===== src/rtl/irtx_pkg.sv =====
package irtx_pkg;
    typedef enum logic [1:0] {
        TX_IDLE = 2'd0,
        TX_SEND = 2'd1,
        TX_GAP  = 2'd2
    } tx_state_t;
endpackage


===== src/rtl/irtx_half_timer.sv =====
module irtx_half_timer #(
    parameter int HALF_CLKS = 384
) (
    input  logic clk,
    input  logic rst_n,
    input  logic run,
    output logic half_end
);
    localparam int CW = (HALF_CLKS > 1) ? $clog2(HALF_CLKS) : 1;
    localparam logic [CW-1:0] LAST = CW'(HALF_CLKS - 1);

    logic [CW-1:0] cnt_q;

    always_ff @(posedge clk or negedge rst_n) begin
        if (!rst_n) begin
            cnt_q <= '0;
        end else if (!run || cnt_q == LAST) begin
            cnt_q <= '0;
        end else begin
            cnt_q <= cnt_q + 1'b1;
        end
    end

    assign half_end = run && (cnt_q == LAST);

    // Half-bit length R3: the count advances by one while running.
    assert_half_step_R3: assert property (@(posedge clk) disable iff (!rst_n)
        (run && !half_end) |=> (cnt_q == $past(cnt_q) + 1'b1));
endmodule


===== src/rtl/irtx_carrier.sv =====
module irtx_carrier #(
    parameter int CAR_DIV  = 12,
    parameter int CAR_HIGH = 3
) (
    input  logic clk,
    input  logic rst_n,
    input  logic restart,
    output logic phase_hi
);
    localparam int CW = $clog2(CAR_DIV);
    localparam logic [CW-1:0] LAST = CW'(CAR_DIV - 1);
    localparam logic [CW-1:0] HI   = CW'(CAR_HIGH);

    logic [CW-1:0] car_q;

    always_ff @(posedge clk or negedge rst_n) begin
        if (!rst_n) begin
            car_q <= '0;
        end else if (restart || car_q == LAST) begin
            car_q <= '0;
        end else begin
            car_q <= car_q + 1'b1;
        end
    end

    assign phase_hi = (car_q < HI);

    // Carrier restart R4: each burst opens with the high phase.
    assert_burst_starts_high_R4: assert property (@(posedge clk) disable iff (!rst_n)
        restart |=> phase_hi);
endmodule


===== src/rtl/irtx_biphase_enc.sv =====
module irtx_biphase_enc #(
    parameter int FRAME_BITS = 14,
    parameter int HW         = 8
) (
    input  logic                  sending,
    input  logic [FRAME_BITS-1:0] frame,
    input  logic [HW-1:0]         hidx,
    output logic                  level
);
    logic [HW-1:0]         bit_n;
    logic [FRAME_BITS-1:0] shifted;
    logic                  cur_bit;

    always_comb begin
        bit_n   = hidx >> 1;
        shifted = frame << bit_n;
        cur_bit = shifted[FRAME_BITS-1];
        if (!sending || hidx == '0) begin
            level = 1'b0;
        end else if (hidx[0]) begin
            level = cur_bit;
        end else begin
            level = ~cur_bit;
        end
    end
endmodule


===== src/rtl/irtx_biphase_tx.sv =====
module irtx_biphase_tx
    import irtx_pkg::*;
#(
    parameter int SYS_W     = 5,
    parameter int CMD_W     = 6,
    parameter int HALF_CLKS = 384,
    parameter int REP_BITS  = 64,
    parameter int CAR_DIV   = 12,
    parameter int CAR_HIGH  = 3
) (
    input  logic             clk,
    input  logic             rst_n,
    input  logic             code_valid,
    input  logic             key_held,
    input  logic [SYS_W-1:0] sys_num,
    input  logic [CMD_W-1:0] cmd_num,
    output logic             data_out,
    output logic             data_oe,
    output logic             mod_out,
    output logic             mod_oe,
    output logic             busy
);
    localparam int FRAME_BITS    = 3 + SYS_W + CMD_W;
    localparam int FRAME_HALVES  = 2 * FRAME_BITS;
    localparam int PERIOD_HALVES = 2 * REP_BITS;
    localparam int HW            = $clog2(PERIOD_HALVES + 1);
    localparam logic [HW-1:0] LAST_FRAME_H  = HW'(FRAME_HALVES - 1);
    localparam logic [HW-1:0] LAST_PERIOD_H = HW'(PERIOD_HALVES - 1);

    tx_state_t             state_q, state_d;
    logic [HW-1:0]         hidx_q, hidx_d;
    logic [FRAME_BITS-1:0] frame_q, frame_d;
    logic                  toggle_q, toggle_d;
    logic                  half_end;
    logic                  car_hi;
    logic                  level;
    logic                  sending;

    irtx_half_timer #(.HALF_CLKS(HALF_CLKS)) u_timer (
        .clk      (clk),
        .rst_n    (rst_n),
        .run      (state_q != TX_IDLE),
        .half_end (half_end)
    );

    irtx_carrier #(.CAR_DIV(CAR_DIV), .CAR_HIGH(CAR_HIGH)) u_carrier (
        .clk      (clk),
        .rst_n    (rst_n),
        .restart  (state_q == TX_IDLE || half_end),
        .phase_hi (car_hi)
    );

    irtx_biphase_enc #(.FRAME_BITS(FRAME_BITS), .HW(HW)) u_enc (
        .sending (sending),
        .frame   (frame_q),
        .hidx    (hidx_q),
        .level   (level)
    );

    always_ff @(posedge clk or negedge rst_n) begin
        if (!rst_n) begin
            state_q  <= TX_IDLE;
            hidx_q   <= '0;
            frame_q  <= '0;
            toggle_q <= 1'b0;
        end else begin
            state_q  <= state_d;
            hidx_q   <= hidx_d;
            frame_q  <= frame_d;
            toggle_q <= toggle_d;
        end
    end

    always_comb begin
        state_d  = state_q;
        hidx_d   = hidx_q;
        frame_d  = frame_q;
        toggle_d = toggle_q;
        unique case (state_q)
            TX_IDLE: begin
                if (code_valid) begin
                    state_d = TX_SEND;
                    hidx_d  = '0;
                    frame_d = {2'b11, toggle_q, sys_num, cmd_num};
                end
            end
            TX_SEND: begin
                if (half_end) begin
                    if (hidx_q == LAST_FRAME_H) begin
                        if (key_held) begin
                            state_d = TX_GAP;
                            hidx_d  = hidx_q + 1'b1;
                        end else begin
                            state_d  = TX_IDLE;
                            hidx_d   = '0;
                            toggle_d = ~toggle_q;
                        end
                    end else begin
                        hidx_d = hidx_q + 1'b1;
                    end
                end
            end
            TX_GAP: begin
                if (!key_held) begin
                    state_d  = TX_IDLE;
                    hidx_d   = '0;
                    toggle_d = ~toggle_q;
                end else if (half_end) begin
                    if (hidx_q == LAST_PERIOD_H) begin
                        state_d = TX_SEND;
                        hidx_d  = '0;
                        frame_d = {2'b11, toggle_q, sys_num, cmd_num};
                    end else begin
                        hidx_d = hidx_q + 1'b1;
                    end
                end
            end
            default: begin
                state_d = TX_IDLE;
                hidx_d  = '0;
            end
        endcase
    end

    always_comb begin
        sending  = (state_q == TX_SEND);
        busy     = (state_q != TX_IDLE);
        data_oe  = busy;
        mod_oe   = busy;
        data_out = level;
        mod_out  = level & car_hi;
    end

    // an idle block drives no data.
    assert_idle_quiet_R1: assert property (@(posedge clk) disable iff (!rst_n)
        (state_q == TX_IDLE) |-> (!data_out && !mod_out));
    // carrier only ever gates the baseband level.
    assert_mod_gated_R4: assert property (@(posedge clk) disable iff (!rst_n)
        mod_out |-> data_out);
    // a frame cannot stop before a half-bit boundary.
    assert_frame_runs_R7: assert property (@(posedge clk) disable iff (!rst_n)
        (state_q == TX_SEND && !half_end) |=> (state_q == TX_SEND));
    // release in the gap ends activity on the next clock.
    assert_gap_release_R8: assert property (@(posedge clk) disable iff (!rst_n)
        (state_q == TX_GAP && !key_held) |=> (state_q == TX_IDLE));
    // the toggle bit moves only on a return to idle.
    assert_toggle_on_exit_R9: assert property (@(posedge clk) disable iff (!rst_n)
        (toggle_q != $past(toggle_q)) |-> (state_q == TX_IDLE && $past(state_q) != TX_IDLE));
    // the half-bit index stays inside the repeat period.
    assert_index_bound_R6: assert property (@(posedge clk) disable iff (!rst_n)
        hidx_q <= LAST_PERIOD_H);
endmodule


===== config.mk =====
export PLATFORM = sky130hd
export DESIGN_NAME = irtx_biphase_tx
export DESIGN_NICKNAME = d
export VERILOG_FILES = /design/src/rtl/irtx_pkg.sv /design/src/rtl/irtx_half_timer.sv /design/src/rtl/irtx_carrier.sv /design/src/rtl/irtx_biphase_enc.sv /design/src/rtl/irtx_biphase_tx.sv
export SDC_FILE = /design/constraint.sdc
export NUM_CORES = 1
export LEC_CHECK = 0
export ABC_CLOCK_PERIOD_IN_PS = 2800
export BUFFER_PORTS_ARGS = -buffer_cell sky130_fd_sc_hd__buf_2
export CAP_MARGIN = 20
export CORE_MARGIN = 4
export CORE_UTILIZATION = 45
export CTS_CLUSTER_SIZE = 16
export DETAILED_ROUTE_END_ITERATION = 10
export GPL_TIMING_DRIVEN = 0
export PLACE_DENSITY_LB_ADDON = 0.05
export SETUP_SLACK_MARGIN = 0.2
export SYNTH_ARGS = -nofsm -noshare
export SYNTH_HDL_FRONTEND = slang
export SYNTH_SLANG_ARGS = --single-unit

===== constraint.sdc =====
create_clock -name clk -period 2.8 [get_ports clk]
set_input_delay 0.28 -clock clk [delete_from_list [all_inputs] [get_ports clk]]
set_output_delay 0.28 -clock clk [all_outputs]
set_load 0.02 [all_outputs]

======== Yosys cells after proc, flatten, opt, wreduce, memory -nomap -nowiden ========
Index checks and enable logic that the tools add are counted.
storage, ports and cells
  register bits after elaboration ......... 38
  latch bits .............................. 0
  bits in writable memories ............... 0
  ROM bits ................................ 0
  input bits .............................. 15
  output and inout bits ................... 5
  word-level logic and storage cells ...... 73
  memories kept ........................... 0
operators by class
  add/subtract/negate cells ............... 3
  multiply operators ...................... 0
  divide/modulo/power cells ............... 0
  magnitude comparators ................... 1
  equality and inequality tests ........... 14
  shifts and indexed selects .............. 1
  muxes and demuxes ....................... 29
  bitwise logic cells ..................... 3
  reductions and logical operators ........ 16
operators with widths
  cell                                                        number
  2-to-1 mux 14 bit                                           4
  2-to-1 mux 8 bit                                            7
  one-hot mux 14 bit (2 select lines)                         1
  one-hot mux 8 bit (3 select lines)                          1
  2-to-1 mux 2 bit                                            7
  left shift 14 x 7 -> 14 bit                                 1
  inequality test 2 bit, second input constant                6
  AND reduction 5 bit                                         2
  adder 9 x 1 -> 9 bit, second input constant                 1
  equality test 9 bit, second input constant                  1
  2-to-1 mux 9 bit                                            1
  adder 8 x 1 -> 8 bit, second input constant                 1
  equality test 8 x 5 -> 1 bit, second input constant         1
  equality test 8 x 7 -> 1 bit, second input constant         1
  logical NOT 8 bit                                           1
  inequality test 3 bit, second input constant                2
  one-hot mux 2 bit (3 select lines)                          1
  AND reduction 3 bit                                         2
  nonzero test 2 bit                                          3
  2-to-1 mux 1 bit                                            5
  adder 4 x 1 -> 4 bit, second input constant                 1
  equality test 4 bit, second input constant                  1
  logical OR 1 bit                                            4
  less-than comparator 4 x 2 -> 1 bit, second input constant  1
  9 further kinds                                             11

======== Depth between registers and ports, before layout ========
Gate-level depths: netlist of the first run.
  word-level depth ........................ 5
  gate-level depth with buffers ........... 9
  mapped depth without buffers ............ 7

======== Hierarchy ========
From an unflattened synthesis of the first run, not the netlist that was laid out.
unflattened totals
  cell total of the unflattened synthesis .. 203
  area, all modules ....................... 2144.6 µm²
modules (own cells, without submodules)
  module            instances  cells an instance  area each (µm²)  sequential area each (µm²)
  irtx_biphase_tx   1          123                1316.3           600.6
  irtx_half_timer   1          43                 436.7            225.2
  irtx_biphase_enc  1          19                 200.2            0.0
  irtx_carrier      1          18                 191.4            100.1

======== Least setup slack after synthesis of the first run ========
Ideal clock, no wire load.
  path kind ............................... register -> output
  start ................................... reg hidx_q[1]
  end ..................................... out mod_out
  arrival time ............................ 1911 ps
  data required time ...................... 2520 ps
  path slack .............................. 609 ps
  cell stages (with the launch flop) ...... 7
  buffers on the path ..................... 1
  path through ............................ dfrtp_1 > buf_4 > mux4_2 > a22oi_1 > o22ai_1 > xnor2_1 > nor4b_2
between the ends
  longest elaborated chain between the ends .. 5
  elaborated cells between the ends (all ways) .. 7
  those cells by class .................... 1 x shift; 2 x mux; 2 x bitwise; 2 x reduce/logical
RTL lines
  element                      line                    RTL
  start: declaration           irtx_biphase_tx.sv:31   logic [HW-1:0] hidx_q, hidx_d;
  start signal: assignment     irtx_biphase_tx.sv:68   hidx_q <= hidx_d;
  left shift 14 x 7 -> 14 bit  irtx_biphase_enc.sv:16  shifted = frame << bit_n;
  NOT 1 bit                    irtx_biphase_enc.sv:23  level = ~cur_bit;
  2-to-1 mux 1 bit             irtx_biphase_enc.sv:20  end else if (hidx[0]) begin
  2-to-1 mux 1 bit (*)         irtx_biphase_enc.sv:18  if (!sending || hidx == '0) begin
  bitwise AND 1 bit (*)        irtx_biphase_tx.sv:131  mod_out = level & car_hi;
  end: declaration             irtx_biphase_tx.sv:19   output logic mod_out,
Every way passes the cells marked *; elsewhere a longest branch is shown, timed or not.

======== Worst setup path after layout of the first run ========
Ends and elaborated chain as after synthesis.

==> flow_metrics.env, run 1 <==
export IMPL_fp_dieH_um=79.8
export IMPL_cts_tree="yes"
export IMPL_grt_overflow_total=0
export IMPL_path_cells="buf_6 > mux4_2 > a22oi_2 > o22ai_2 > xnor2_2 > nor4b_2 > buf_4"
export IMPL_worstSetupPathType="reg2out"
export IMPL_min_path_type="in2async"
export IMPL_cts_clk_slew_worst_paths_ps=80
export IMPL_post_drt_via_cell_ratio=5.58
export IMPL_cts_buffers=5
export IMPL_status="finished clean"
export IMPL_cp_data_arrival_time_ps=2250
export IMPL_yosysUniqueCellTypes=45
export IMPL_antenna_found_initial=0
export IMPL_synth_edf_count=0
export IMPL_period_share=0.902
export IMPL_post_route_drc_count=0
export IMPL_cp_required_ps=2520
export IMPL_max_cap_viol_count=0
export IMPL_max_slew_margin=0.434
export IMPL_placed_area_mm2=0.00250
export IMPL_insertion_delay_ps=290
export IMPL_crit_path_max_fanout=8
export IMPL_clock_sinks=37
export IMPL_drv_slew=0
export IMPL_ys_seq_area_frac=0.399
export IMPL_drive_gt1_frac=0.206
export IMPL_synth_top_area_frac=0.399
export IMPL_synthTopCellsByArea="dfrtp_1 (40%), a32o_1 (5.2%), a31o_2 (4.5%)"
export IMPL_rsz0062_at_grt="no"
export IMPL_htreeDepth=2
export IMPL_wire_per_inst_um=15.1
export IMPL_finalSetupViolCount=0
export IMPL_tns_ps=0
export IMPL_grtUsageTotal=0.181
export IMPL_nets=304
export IMPL_io_buffers=19
export IMPL_tightest_slew_ps=849
export IMPL_gp_congestion=0.843
export IMPL_cellPowerDensity_mw_per_mm2=1030
export IMPL_drt_first_pass_iters=4
export IMPL_hpwlAfterDp_um=3640
export IMPL_start_util=0.478
export IMPL_avgSynthCellArea_um2=9.17
export IMPL_slowest_stage="mux4_2"
export IMPL_cts_root_buf="clkbuf_8"
export IMPL_dp_cells=339
export IMPL_vias=1949
export IMPL_holdWs_ps=89.5
export IMPL_ant_nets=0
export IMPL_cp_end_kind="output pin"
export IMPL_grt_max_degree=38
export IMPL_coreArea_mm2=0.00485
export IMPL_antenna_cells=0
export IMPL_instances_no_fill=349
export IMPL_hold_viol=0
export IMPL_yosys_register_bits=37
export IMPL_timing_rr_end="hidx_q[4]"
export IMPL_synth_flop_cell="dfrtp_1"
export IMPL_finalInstanceArea_mm2=0.00264
export IMPL_syn_inst=253
export IMPL_peakVddDrop_mv=0.551
export IMPL_crit_path_start_kind="flip-flop"
export IMPL_fmax_mhz=396
export IMPL_cts_buffer_depth=2
export IMPL_grt_pass1_vias=1844
export IMPL_die_area_mm2=0.00637
export IMPL_reg2reg_depth=8
export IMPL_min_period_ps=2530
export IMPL_synthTopCellsByCount="dfrtp_1 (37), nand2_1 (26), a21oi_1 (20), o21ai_0 (20), nor2_1 (19)"
export IMPL_synth_largest_area_cell="dfrtp_1"
export IMPL_area_delta_synth_final_pct=13.8
export IMPL_netlist_area_mm2=0.00232
export IMPL_drt_iter0_drc=87
export IMPL_fillerInstances=464
export IMPL_synthesis_nets=276
export IMPL_ys_async_sr_fraction=1.00
export IMPL_wirelength_um=5260
export IMPL_fin_util=0.545
export IMPL_reg2reg_from="state_q[0]"
export IMPL_rrSetupSlack_ps=490
export IMPL_p_leak_nw=1.11
export IMPL_synth_most_common_cell="dfrtp_1"
export IMPL_io_pin_count=20
export IMPL_rows=25
export IMPL_finClkSkew_ps=6.42
export IMPL_grt_pass1_wl_um=9030
export IMPL_cp_slowest_stage_delay_ps=530
export IMPL_yosys_warnings=0
export IMPL_die_w_um=79.8
## flip-flops by register name, summed over array words and instances, names as in the netlist
signal	count
state_q	2
toggle_q	1
u_carrier.car_q	4
hidx_q	8
frame_q	13
u_timer.cnt_q	9
## routing by layer
layer,track usage,up-vias,part of all wire
li1,-,984,-
met2,0.273,41,0.46
met1,0.264,917,0.49
met5,0,-,0
met3,0.0293,7,0.038
met4,0.0557,0,0.013
## stage by stage
stage	power [mW]	setup WS, ps
floorplan	1.93	609
global placement	2.25	500
detailed placement	2.26	489
CTS	2.70	201
global route	2.94	221
finish	2.71	273
## layout make-up
type / count / area [um^2] / share of cell area
buffer: 15 / 72.6 / 0.0275
clock buffer: 7 / 96.3 / 0.0365
clock inverter: 1 / 5.00 / 0.00190
inverter: 13 / 48.8 / 0.0185
multi-input combinational: 188 / 1290 / 0.491
sequential: 37 / 926 / 0.351
tap: 67 / 83.8 / 0.0318
timing repair buffer: 21 / 113 / 0.0427
## where the power goes
group	internal, mW	total (mW)	switching [mW]
sequential	0.696	0.854	0.158
clock	0.223	0.413	0.190
combinational	0.649	1.44	0.792
total	1.57	2.71	1.14
## placed cells by master (no fill, tap or decap), types with 7 or more instances in the layout
| cell | count |
|---|---|
| nor2_1 | 19 |
| clkbuf_8 | 7 |
| inv_1 | 13 |
| ha_1 | 8 |
| nand2_1 | 26 |
| nand3_1 | 9 |
| a32o_1 | 12 |
| a21oi_1 | 20 |
| clkbuf_1 | 11 |
| o21ai_0 | 20 |
| buf_2 | 19 |
| a31o_2 | 12 |
| dfrtp_1 | 37 |
## critical path: cells and delay by family, from the launching register on
kind,cells,cell delay (ps)
mux,1,530
flops,1,360
buf+inv,2,330
compound gates,2,310
simple gates,1,260
xor+xnor,1,160
## worst max path at each step
stage / to / slack, ps / cells after the start / startpoint
2_1_floorplan: mod_out / 610 / 6 / hidx_q[1]
3_3_place_gp: mod_out / 500 / 7 / hidx_q[1]
3_5_place_dp: mod_out / 490 / 7 / hidx_q[1]
4_1_cts: mod_out / 200 / 7 / hidx_q[1]
5_1_grt: mod_out / 220 / 7 / hidx_q[1]
6_report: mod_out / 270 / 7 / hidx_q[1]
## cell families after synthesis
| group | after synthesis | synth area share |
|---|---|---|
| AND/OR/NAND/NOR | 81 | 0.176 |
| multiplexers | 10 | 0.0556 |
| flip-flops | 37 | 0.399 |
| XOR/XNOR | 9 | 0.0340 |
| buffers and inverters | 28 | 0.0507 |
| AO/OA/AOI/OAI | 80 | 0.242 |
| adder cells (fa/ha/maj) | 8 | 0.0432 |
## timing repair
| item | 4_1_cts | 5_1_grt |
|---|---|---|
| setup buffers | 0 | 2 |
| hold buffers | 0 | 0 |
| endpoints found under the hold margin | 0 | 0 |
| pin swaps | 0 | 1 |
| setup endpoints to repair | 1 | 1 |
| gates resized for setup | 2 | 3 |
No activity file was read; power rests on OpenSTA's default activity.
==> run 2, diff against run 1 <==
--- a/constraint.sdc
+++ b/constraint.sdc
@@ -3,2 +3,2 @@
 set_output_delay 0.28 -clock clk [all_outputs]
-set_load 0.02 [all_outputs]
+set_load 0.005 [all_outputs]
==> run 2 against run 1 <==
Compared with the run above:
- clock power barely moved
- global-route usage did not move
- worst setup slack improved by 14 ps
- cell count fell by 0.29%
- via count rose by 0.26%
- sequential share of layout area rose by 0.32 points
- first-iteration DRC count fell by 21%
- critical path depth did not move
- register-to-register slack barely moved
- sequential power barely moved
- clock-buffer cell count did not move
- critical endpoint unchanged
- highest routed layer unchanged
==> flow_metrics.env, run 2 (synthesis results as in run 1) <==
export IMPL_cts_clk_slew_worst_paths_ps=80
export IMPL_grt_max_degree=38
export IMPL_largest_reg_flops=13
export IMPL_rsz0062_at_grt="no"
export IMPL_fp_dieH_um=79.8
export IMPL_htreeDepth=2
export IMPL_hpwlAfterDp_um=3640
export IMPL_post_route_drc_count=0
export IMPL_cts_buffer_depth=2
export IMPL_crit_path_start_kind="flip-flop"
export IMPL_layout_commonest_cell="dfrtp_1"
export IMPL_slowest_stage="mux4_2"
export IMPL_tightest_slew_ps=844
export IMPL_max_slew_margin=0.437
export IMPL_drv_slew=0
export IMPL_coreArea_mm2=0.00485
export IMPL_reg2reg_from="state_q[0]"
export IMPL_finalSetupViolCount=0
export IMPL_min_period_ps=2510
export IMPL_peakVddDrop_mv=0.554
export IMPL_drt_met1_wl_um=2570
export IMPL_fmax_mhz=398
export IMPL_gp_congestion=0.843
export IMPL_wl_met3_um=209
export IMPL_largest_register="frame_q"
export IMPL_area_delta_synth_final_pct=12.8
export IMPL_largestRegisters="frame_q (13), u_timer.cnt_q (9), hidx_q (8)"
export IMPL_wirelength_um=5260
export IMPL_min_path_type="in2async"
export IMPL_layout_common_cells="dfrtp_1 (37), nand2_1 (26), a21oi_1 (20), buf_2 (20), o21ai_0 (20)"
export IMPL_cp_buffers_inverters=2
export IMPL_start_util=0.478
export IMPL_multi_input_area_mm2=0.00128
export IMPL_drive_gt1_frac=0.196
export IMPL_cp_required_ps=2520
export IMPL_rows=25
export IMPL_timing_rr_end="hidx_q[4]"
export IMPL_cp_data_arrival_time_ps=2230
export IMPL_cts_buffers=5
export IMPL_max_cap_viol_count=0
export IMPL_cp_end_kind="output pin"
export IMPL_fillerInstances=467
export IMPL_cellPowerDensity_mw_per_mm2=1010
export IMPL_wl_met2_um=2400
export IMPL_cp_top_family="multiplexers"
export IMPL_clock_sinks=37
export IMPL_grt_pass1_wl_um=9030
export IMPL_die_area_mm2=0.00637
export IMPL_instances_no_fill=348
export IMPL_vias=1954
export IMPL_regArea_um2=926
export IMPL_status="finished clean"
export IMPL_cp_slowest_stage_delay_ps=530
export IMPL_total_power_mw=2.65
export IMPL_dp_cells=339
export IMPL_cts_root_buf="clkbuf_8"
export IMPL_io_buffers=19
export IMPL_drt_iter0_drc=69
export IMPL_cts_tree="yes"
export IMPL_rrSetupSlack_ps=480
export IMPL_wire_per_inst_um=15.1
export IMPL_fin_util=0.540
export IMPL_post_drt_via_cell_ratio=5.61
export IMPL_routed_top_layer="met4"
export IMPL_antenna_found_initial=0
export IMPL_crit_path_max_fanout=8
export IMPL_p_leak_nw=1.10
export IMPL_insertion_delay_ps=290
export IMPL_worstSetupPathType="reg2out"
export IMPL_die_w_um=79.8
export IMPL_path_cells="buf_6 > mux4_2 > a22oi_2 > o22ai_1 > xnor2_1 > nor4b_2 > buf_2"
export IMPL_grt_pass1_vias=1844
export IMPL_tns_ps=0
export IMPL_grt_overflow_total=0
export IMPL_ant_nets=0
export IMPL_hold_viol=0
export IMPL_drt_first_pass_iters=4
export IMPL_io_pin_count=20
export IMPL_grtUsageTotal=0.181
export IMPL_nets=303
export IMPL_reg2reg_depth=8
export IMPL_antenna_cells=0
export IMPL_period_share=0.897
export IMPL_finClkSkew_ps=5.94
[run 2: cell types whose count changed in the layout (fill, tap and decap cells not counted), sizes merged]
cell / delta
buf: -1
[run 2: metal layers]
layer / vias to the layer above / global-route usage
met4: 0 / 0.0557
li1: 981 / -
met2: 37 / 0.273
met3: 8 / 0.0293
met5: - / 0
met1: 928 / 0.264
[run 2: through the flow]
| stage | cell area [um^2] | worst slack (ps) | hold WS, ps |
|---|---|---|---|
| 5_1_grt | 2620 | 190 | 158 |
| 6_report | 2620 | 288 | 87.5 |
| 3_3_place_gp | 2500 | 520 | 427 |
| 2_1_floorplan | 2320 | 844 | -15.6 |
| 4_1_cts | 2600 | 216 | 125 |
| 3_5_place_dp | 2500 | 515 | 433 |
[run 2: repair_timing]
item | CTS | global route
endpoints found under the setup margin | 0 | 1
endpoints found under the hold margin | 0 | 0
gates resized for setup | 0 | 2
hold buffers | 0 | 0
buffers inserted | 0 | 1
[run 2: cell type report]
class | count | area share
inverters | 13 | 0.0187
well taps | 67 | 0.0320
plain buffers | 15 | 0.0277
multi-input cells | 188 | 0.490
repair buffers | 20 | 0.0392
flip-flops and latches | 37 | 0.354
clock buffers | 7 | 0.0368
clock inverters | 1 | 0.00191
[run 2: worst max path at each step]
stage                    start   endpoint  slack, ps  cells after the start
floorplan            hidx_q[1]    mod_out        840                      6
global placement    state_q[0]  hidx_q[2]        520                      8
detailed placement  state_q[0]  hidx_q[2]        510                      8
CTS                  hidx_q[1]    mod_out        220                      7
global route         hidx_q[1]    mod_out        190                      7
finish               hidx_q[1]    mod_out        290                      7
[run 2: power breakdown]
part / total (mW) / internal [mW] / switching, mW
Clock: 0.413 / 0.223 / 0.191
Combinational: 1.38 / 0.638 / 0.746
Sequential: 0.854 / 0.696 / 0.158
Total: 2.65 / 1.56 / 1.09
